### src/rtl/chg_regs_pkg.sv
package chg_regs_pkg;

    localparam int ADDR_W = 3;

    localparam logic [ADDR_W-1:0] A_OPT_LO = 3'd0;
    localparam logic [ADDR_W-1:0] A_OPT_HI = 3'd1;
    localparam logic [ADDR_W-1:0] A_ICH_L  = 3'd2;
    localparam logic [ADDR_W-1:0] A_ICH_H  = 3'd3;
    localparam logic [ADDR_W-1:0] A_VCH_L  = 3'd4;
    localparam logic [ADDR_W-1:0] A_VCH_H  = 3'd5;

    // upper option byte fields
    localparam int HI_WSEL_LSB = 5;
    localparam int HI_AUTODIS  = 4;
    // lower option byte fields
    localparam int LO_LEARN    = 5;
    localparam int LO_ILIM     = 1;
    localparam int LO_INHIBIT  = 0;

    localparam logic [7:0] OPT_LO_RST = 8'h0E;
    localparam logic [7:0] OPT_HI_RST = 8'hE7;

    typedef struct packed {
        logic [7:0]  opt_lo;
        logic [7:0]  opt_hi;
        logic [15:0] ichg;
        logic [15:0] vchg;
    } chg_regs_t;

endpackage

### src/rtl/chg_wdog.sv
module chg_wdog #(
    parameter int T1 = 5000,
    parameter int T2 = 88000,
    parameter int T3 = 175000
) (
    input  logic       clk,
    input  logic       rst_n,
    input  logic [1:0] sel_i,
    input  logic       refresh_i,
    input  logic       tick_i,
    output logic       expire_now_o,
    output logic       expired_o,
    output logic       pulse_o
);
    localparam int CNT_W = $clog2(T3 + 1);
    localparam logic [CNT_W-1:0] L1 = CNT_W'(T1 - 1);
    localparam logic [CNT_W-1:0] L2 = CNT_W'(T2 - 1);
    localparam logic [CNT_W-1:0] L3 = CNT_W'(T3 - 1);

    typedef struct packed {
        logic [CNT_W-1:0] cnt;
        logic             expired;
        logic             pulse;
    } wd_t;

    wd_t wd_d, wd_q;
    logic [CNT_W-1:0] last_d;
    logic             armed;

    always_comb begin
        case (sel_i)
            2'b01:   last_d = L1;
            2'b10:   last_d = L2;
            default: last_d = L3;
        endcase
        armed        = (sel_i != 2'b00);
        expire_now_o = !refresh_i && armed && !wd_q.expired && tick_i
                       && (wd_q.cnt == last_d);

        wd_d       = wd_q;
        wd_d.pulse = expire_now_o;
        if (refresh_i) begin
            wd_d.cnt     = '0;
            wd_d.expired = 1'b0;
        end else if (expire_now_o) begin
            wd_d.cnt     = '0;
            wd_d.expired = 1'b1;
        end else if (!armed) begin
            wd_d.cnt = '0;
        end else if (!wd_q.expired && tick_i) begin
            wd_d.cnt = wd_q.cnt + 1'b1;
        end
    end

    always_ff @(posedge clk or negedge rst_n) begin
        if (!rst_n) wd_q <= '0;
        else        wd_q <= wd_d;
    end

    assign expired_o = wd_q.expired;
    assign pulse_o   = wd_q.pulse;

    // the expiry pulse lasts a single clock
    p_pulse_single_r4: assert property (@(posedge clk) disable iff (!rst_n)
        pulse_o |=> !pulse_o);
    // expired flag holds until a refresh
    p_sticky_r5: assert property (@(posedge clk) disable iff (!rst_n)
        (expired_o && !refresh_i) |=> expired_o);
    // a refresh clears the flag
    p_refresh_clears_r5: assert property (@(posedge clk) disable iff (!rst_n)
        refresh_i |=> !expired_o);
    // select 00 never expires
    p_off_no_expire_r6: assert property (@(posedge clk) disable iff (!rst_n)
        (sel_i == 2'b00) |=> !pulse_o);

endmodule

### src/rtl/chg_rd_mux.sv
module chg_rd_mux
    import chg_regs_pkg::*;
(
    input  chg_regs_t         regs_i,
    input  logic [ADDR_W-1:0] addr_i,
    output logic [7:0]        data_o
);
    always_comb begin
        case (addr_i)
            A_OPT_LO: data_o = regs_i.opt_lo;
            A_OPT_HI: data_o = regs_i.opt_hi;
            A_ICH_L:  data_o = regs_i.ichg[7:0];
            A_ICH_H:  data_o = regs_i.ichg[15:8];
            A_VCH_L:  data_o = regs_i.vchg[7:0];
            A_VCH_H:  data_o = regs_i.vchg[15:8];
            default:  data_o = 8'h00;
        endcase
    end
endmodule

### src/rtl/chg_ctrl_regs.sv
module chg_ctrl_regs
    import chg_regs_pkg::*;
#(
    parameter int WD_T1 = 5000,
    parameter int WD_T2 = 88000,
    parameter int WD_T3 = 175000
) (
    input  logic        clk,
    input  logic        rst_n,
    input  logic        wr_en,
    input  logic [2:0]  wr_addr,
    input  logic [7:0]  wr_data,
    input  logic [2:0]  rd_addr,
    output logic [7:0]  rd_data,
    input  logic        tick_1ms,
    input  logic        bat_present,
    output logic [7:0]  opt_lo,
    output logic [7:0]  opt_hi,
    output logic [15:0] ichg_word,
    output logic [15:0] vchg_word,
    output logic [15:0] ichg_eff,
    output logic        wd_pulse,
    output logic        wd_expired
);
    chg_regs_t regs_d, regs_q;
    logic      refresh;
    logic      expire_now;

    always_comb begin
        refresh = wr_en && (wr_addr == A_OPT_HI || wr_addr == A_ICH_L ||
                            wr_addr == A_ICH_H  || wr_addr == A_VCH_L ||
                            wr_addr == A_VCH_H);
        regs_d = regs_q;
        if (wr_en) begin
            case (wr_addr)
                A_OPT_LO: regs_d.opt_lo      = wr_data;
                A_OPT_HI: regs_d.opt_hi      = wr_data;
                A_ICH_L:  regs_d.ichg[7:0]   = wr_data;
                A_ICH_H:  regs_d.ichg[15:8]  = wr_data;
                A_VCH_L:  regs_d.vchg[7:0]   = wr_data;
                A_VCH_H:  regs_d.vchg[15:8]  = wr_data;
                default:  ;
            endcase
        end
        // expiry is suppressed in any refresh cycle, so a host write never collides
        if (expire_now) regs_d.ichg = '0;
        if (!bat_present) begin
            regs_d.opt_lo[LO_LEARN] = 1'b0;
            if (regs_q.opt_hi[HI_AUTODIS]) regs_d.opt_lo[LO_ILIM] = 1'b0;
        end
    end

    always_ff @(posedge clk or negedge rst_n) begin
        if (!rst_n) begin
            regs_q.opt_lo <= OPT_LO_RST;
            regs_q.opt_hi <= OPT_HI_RST;
            regs_q.ichg   <= '0;
            regs_q.vchg   <= '0;
        end else begin
            regs_q <= regs_d;
        end
    end

    chg_wdog #(.T1(WD_T1), .T2(WD_T2), .T3(WD_T3)) wdog_i (
        .clk          (clk),
        .rst_n        (rst_n),
        .sel_i        (regs_q.opt_hi[HI_WSEL_LSB +: 2]),
        .refresh_i    (refresh),
        .tick_i       (tick_1ms),
        .expire_now_o (expire_now),
        .expired_o    (wd_expired),
        .pulse_o      (wd_pulse)
    );

    chg_rd_mux rd_mux_i (
        .regs_i (regs_q),
        .addr_i (rd_addr),
        .data_o (rd_data)
    );

    assign opt_lo    = regs_q.opt_lo;
    assign opt_hi    = regs_q.opt_hi;
    assign ichg_word = regs_q.ichg;
    assign vchg_word = regs_q.vchg;
    assign ichg_eff  = regs_q.opt_lo[LO_INHIBIT] ? 16'h0000 : regs_q.ichg;

    // the expiry pulse coincides with a zeroed current command
    p_forced_zero_r4: assert property (@(posedge clk) disable iff (!rst_n)
        wd_pulse |-> (ichg_word == 16'h0000));
    // expiry leaves the voltage command alone
    p_vchg_kept_r4: assert property (@(posedge clk) disable iff (!rst_n)
        expire_now |=> $stable(vchg_word));
    // a current-command write blocks expiry in its cycle
    p_write_wins_r7: assert property (@(posedge clk) disable iff (!rst_n)
        (wr_en && (wr_addr == A_ICH_L || wr_addr == A_ICH_H)) |=> !wd_pulse);
    // learn enable cleared while the battery is absent
    p_learn_clr_r8: assert property (@(posedge clk) disable iff (!rst_n)
        !bat_present |=> !opt_lo[LO_LEARN]);
    // current-limit enable cleared when auto-disable is set
    p_ilim_clr_r9: assert property (@(posedge clk) disable iff (!rst_n)
        (!bat_present && opt_hi[HI_AUTODIS]) |=> !opt_lo[LO_ILIM]);

endmodule

### config.mk
export PLATFORM = sky130hd
export DESIGN_NAME = chg_ctrl_regs
export DESIGN_NICKNAME = d
export VERILOG_FILES = /design/src/rtl/chg_regs_pkg.sv /design/src/rtl/chg_wdog.sv /design/src/rtl/chg_rd_mux.sv /design/src/rtl/chg_ctrl_regs.sv
export SDC_FILE = /design/constraint.sdc
export NUM_CORES = 1
export LEC_CHECK = 0
export CORE_ASPECT_RATIO = 0.75
export CORE_UTILIZATION = 35
export DETAILED_ROUTE_END_ITERATION = 8
export PLACE_DENSITY = 0.72
export SKIP_LAST_GASP = 1
export SLEW_MARGIN = 20
export SYNTH_ARGS = -nofsm -noshare
export SYNTH_HDL_FRONTEND = slang
export SYNTH_SLANG_ARGS = --single-unit
export TNS_END_PERCENT = 1
### constraint.sdc
create_clock -name clk -period 2.5 [get_ports clk]
set_clock_uncertainty 0.1 [all_clocks]
set_input_delay 0.5 -clock clk [delete_from_list [all_inputs] [get_ports clk]]
set_output_delay 0.5 -clock clk [all_outputs]
set_load 0.02 [all_outputs]
## Word level (Yosys, flattened, before mapping)

Cells that the tools add are included.

| operators by class | value |
|---|---|
| reduce and logical (&&, ||, !) cells | 26 |
| muxes and demuxes | 19 |
| equal/unequal tests | 16 |
| $add $sub $neg | 1 |

Operators by type and width:

| operator | number |
|---|---|
| $mux 18 | 3 |
| $pmux 8 s6 | 1 |
| $mux 46 | 1 |
| $mux 8 | 5 |
| $pmux 18 s2 | 1 |
| $mux 16 | 2 |
| $mux 19 | 1 |
| $add 18x1->18 const B | 1 |
| $eq 18x18->1 | 1 |
| $reduce_and 2->1 | 7 |
| $eq 3x2->1 const B | 4 |
| $eq 3x3->1 const B | 4 |
| $reduce_bool 2->1 | 5 |
| $eq 3x1->1 const B | 2 |
| $logic_and 1x1->1 | 6 |
| $logic_not 3->1 | 2 |
| $mux 6 | 1 |
| $logic_or 1x1->1 | 4 |
| $mux 1 | 4 |
| $ne 4x3->1 const B | 1 |
| $eq 2x1->1 const B | 1 |
| $eq 2x2->1 const B | 1 |
| $logic_not 1->1 | 2 |
| $ne 2x1->1 const B | 1 |
| $ne 2x2->1 const B | 1 |

| word-level totals | value |
|---|---|
| input bits | 19 |
| logic and storage cells | 73 |
| register bits after elaboration | 68 |
| output and inout bits | 74 |

## Logic depth before layout (Yosys ltp)

| logic depth | value |
|---|---|
| depth after elaboration | 13 |
| mapped depth | 8 |

## Modules after synthesis

A second synthesis with hierarchy kept.

| unflattened totals | value |
|---|---|
| cell total of the unflattened synthesis | 357 |
| area, all modules | 3808.7 sq um |

Modules (own cells, without submodules):

| module | area an instance (sq um) | cells each | instances |
|---|---|---|---|
| chg_ctrl_regs | 2053.2 | 162 | 1 |
| chg_wdog | 1295.0 | 141 | 1 |
| chg_rd_mux | 460.4 | 54 | 1 |

## Worst setup path before layout

OpenSTA, ideal clock, no wires.

| timing path | value |
|---|---|
| path kind | reg-to-reg |
| from | register opt_hi[5] (netlist name) |
| to | register regs_q[30], in the netlist ichg_word[14] |
| cell stages (with the launch flop) | 9 |
| buffers on the path | 2 |
| arrival time | 2254 ps |
| setup slack | 28 ps |
| library setup time | 118 ps |
| data required time | 2282 ps |
| cell sequence | dfstp_2 > inv_1 > ha_1 > or3b_2 > a222oi_1 > and4b_1 > buf_6 > buf_12 > nor2_1 |

| on the way | value |
|---|---|
| longest elaborated chain between the ends | 7 |
| elaborated cells between the ends (all ways) | 13 |
| those cells by class | eq/ne (3); mux (2); reduce/logical (8) |

RTL lines:

| what | line | source |
|---|---|---|
| branches (longest 4 deep; another with $pmux 18 s2) | -- |  |
| $logic_and 1x1->1 * | chg_wdog.sv:38 | `&& (wd_q.cnt == last_d);` |
| net expire_now | chg_ctrl_regs.sv:27 | `logic expire_now;` |
| $reduce_bool 2->1 (no source line) | -- |  |
| $reduce_and 2->1 (no source line) | -- |  |
| end signal, assigned | chg_ctrl_regs.sv:60 | `regs_q <= regs_d;` |
| end, declared | chg_ctrl_regs.sv:25 | `chg_regs_t regs_d, regs_q;` |

Mark *: on every way through the listed nets, which the timed path passes.
A chain may end at the register's enable or synchronous reset.

## Worst setup path after layout

| timing path | value |
|---|---|
| from | input rd_addr[0] |
| to | output rd_data[5] |

| on the way | value |
|---|---|
| longest elaborated chain between the ends | 2 |
| elaborated cells between the ends (all ways) | 7 |
| those cells by class | eq/ne (5); mux (1); reduce/logical (1) |

RTL lines:

| what | line | source |
|---|---|---|
| start, declared | chg_ctrl_regs.sv:13 | `input logic [2:0] rd_addr,` |
| $eq 3x3->1, or another cell as far along | chg_rd_mux.sv:9 | `case (addr_i)` |
| $pmux 8 s6 * | chg_rd_mux.sv:9 |  |
| end, declared | chg_ctrl_regs.sv:14 | `output logic [7:0] rd_data,` |

Mark *: on every way between the ends. The rest lies on a longest branch, timed or not.

==> out/qor.yml <==
violations: "setup timing"
drive_gt1_frac: 0.2355
end_kind: "output port"
grt_max_degree: 69
ys.flop_type: "dfrtp_1"
place_hpwl_um: 7754
grt_pass1_wl_um: 17240
final_util: 0.5439
clkSinkCount: 68
clk_path_buf_depth: 2
ant_nets: 0
clk_pin_slew_ns: 0.06
viasPerCell: 5.279
clkLatencyLatePin_ns: 0.33
drc: 0
nNetsFinal: 502
core_area_um2: 9813
start_util: 0.3666
power_leakage_uw: 0.002259
wire_per_inst_um: 18.08
finalSetupViolations: 15
routed_wl_um: 11140
period_needed_ns: 2.543
dieArea_um2: 10690
wl_met1_um: 5182
layout_common_cells: "81 x clkdlybuf4s50_1, 60 x nor2_1, 59 x dfrtp_1"
slowest_stage: "clkdlybuf4s50_1"
finalWorstSetupSlack_ns: -0.04326
run_status: "finished with violations"
final_common_cell: "clkdlybuf4s50_1"
drt_iter0_drc: 202
grt_overflow: 0
ys_seq_elements: 68
cp.arrival_ns: 1.94
vdd_ir_drop_max_mv: 0.3804
syn_avg_cell_area_um2: 10.02
yosys_warnings: 0
maxCapViolations: 0
worstPathRequired_ns: 1.90
power_density_nw_per_um2: 785.7
yosys.cell_types.count: 43
top_layer: "met4"
yosysSeqAreaShare: 0.4762
die_w_um: 119.1
max_freq_mhz: 393.2
maxSlewViolCount: 0
ioPinCount: 93
antenna_found_initial: 0
die_h_um: 89.80
synth-edff-count: 0
rows: 31
gp_congestion: 0.8870
netlist_area_um2: 3597
htreeDepth: 3
hold_violations: 0
critical_path_class: "input pin to output port"
grt_pass1_vias: 3217
fin_crit_sh: 1.017
wl_met2_um: 5170
insertedDiodeCount: 0
async_reset_ff_frac: 1.000
port_buffers: 92
track_usage: 0.2081
slew-limit-headroom: 0.7518
finalSetupTns_ns: -0.3793
cp_slowest_stage_delay_ns: 0.51
hold_buffers: 0
cts_made_buffers: 9
hp-class: "input pin to async pin"
syn_inst: 359
area_growth_pct: 48.38
cts_tree: "yes"
met3_length_um: 594
synthesis.nets: 382
worst_slew_pin_slew_ns: 0.3712
cp-start-kind: "input pin"
cp_cell_sequence: "clkdlybuf4s50_1 > buf_4 > nor2_1 > a31oi_1 > o22ai_1 > dlygate4sd2_1"
grt_setup_unrepaired: "yes"
vias: 3252
power_uw: 4194
cp_max_fo: 20
cts_root_buffer: "clkbuf_16"
first_pass_iters: 4
[power by group]
group          internal, uW  leakage (uW)  switching [uW]
registers              1280      0.000861             170
clock network           980      0.000166             492
logic                   651       0.00123             622
[area by class of cell]
type,count,area (um2)
tap,132,165.2
inverter,5,21.27
sequential,68,1713
timing repair buffer,130,1308
multi-input combinational,265,1782
clock buffer,9,225.2
clock inverter,7,123.9
fill,843,4476
[cell usage after synthesis (all sizes together) (3+ instances only)]
cell | count | area (um2)
nand2 | 19 | 71.32
xor2 | 8 | 70.07
inv | 5 | 18.77
a211oi | 6 | 45.04
mux2 | 32 | 360.4
clkbuf | 14 | 52.55
nand4 | 8 | 50.05
nor2b | 20 | 125.1
a31oi | 3 | 18.77
o21ai | 7 | 35.03
ha | 4 | 50.05
xnor2 | 3 | 26.28
a21oi | 35 | 175.2
o22ai | 3 | 18.77
nor2 | 60 | 225.2
dfstp | 9 | 236.5
buf | 7 | 63.81
mux2i | 16 | 160.2
nand3 | 7 | 35.03
dfrtp | 59 | 1476
or3 | 8 | 50.05
and4b | 3 | 30.03
[metal layers]
metal | track usage | up-vias
met3 | 0.03997 | 20
met2 | 0.3275 | 118
met4 | 0.06751 | 0
li1 | - | 1504
met1 | 0.2873 | 1610
met5 | 0 | -
[registers in the layout, indices dropped and copies added, names as in the netlist]
signal,cells
ichg_word,16
wdog_i.pulse_o,1
opt_lo,8
vchg_word,16
opt_hi,8
wdog_i.wd_q,18
wdog_i.expired_o,1
[worst paths after layout]
path	slack [ns]	end	cells after the start	startpoint
setup / recovery	-0.04	rd_data[5]	6	rd_addr[0]
hold / removal	0.1	wdog_i.wd_q[4]	2	rst_n
setup reg to reg	-0.04	ichg_word[11]	7	opt_hi[5]
hold reg to reg	0.40	opt_lo[1]	1	opt_hi[4]
max in group asynchronous	1.88	opt_hi[7]	2	rst_n
min in group clk	0.40	opt_lo[1]	1	opt_hi[4]
[stage by stage]
stage	hold WS (ns)	worst slack [ns]	std cells	cell area (um2)
after global routing	0.1197	-0.09841	616	5338
after floorplan	0.1044	0.02802	359	3597
after CTS	0.1131	-0.09688	611	5230
after global placement	0.3717	-0.4486	594	4840
after detailed placement	0.3736	-0.4865	594	4840
final	0.09555	-0.04326	616	5338
[cells by family (layout without fill, tap and decap cells)]
kind of cell,count (synthesis),in the layout,share of synthesized area
buffers and inverters,26,151,0.03757
and+or+nand+nor,141,141,0.2031
DFF,68,68,0.4762
adders and majority gates,4,4,0.01391
AOI/OAI and AO/OA,61,61,0.09774
xor gates and xnor gates,11,11,0.02678
muxes,48,48,0.1447
[worst max-delay path, delay by kind of cell]
family,cells,cell delay (ns)
buffers and inverters,3,1.10
AOI/OAI and AO/OA,2,0.26
and+or+nand+nor,1,0.08
[repair_timing]
action | in CTS | in global routing
hold endpoints to repair | 0 | 0
pin swaps | 0 | 5
endpoints found under the setup margin | 34 | 40
cloned | 1 | 3
resized for setup | 23 | 8
setup buffers | 0 | 2
Power figures use the tool's default switching activity.
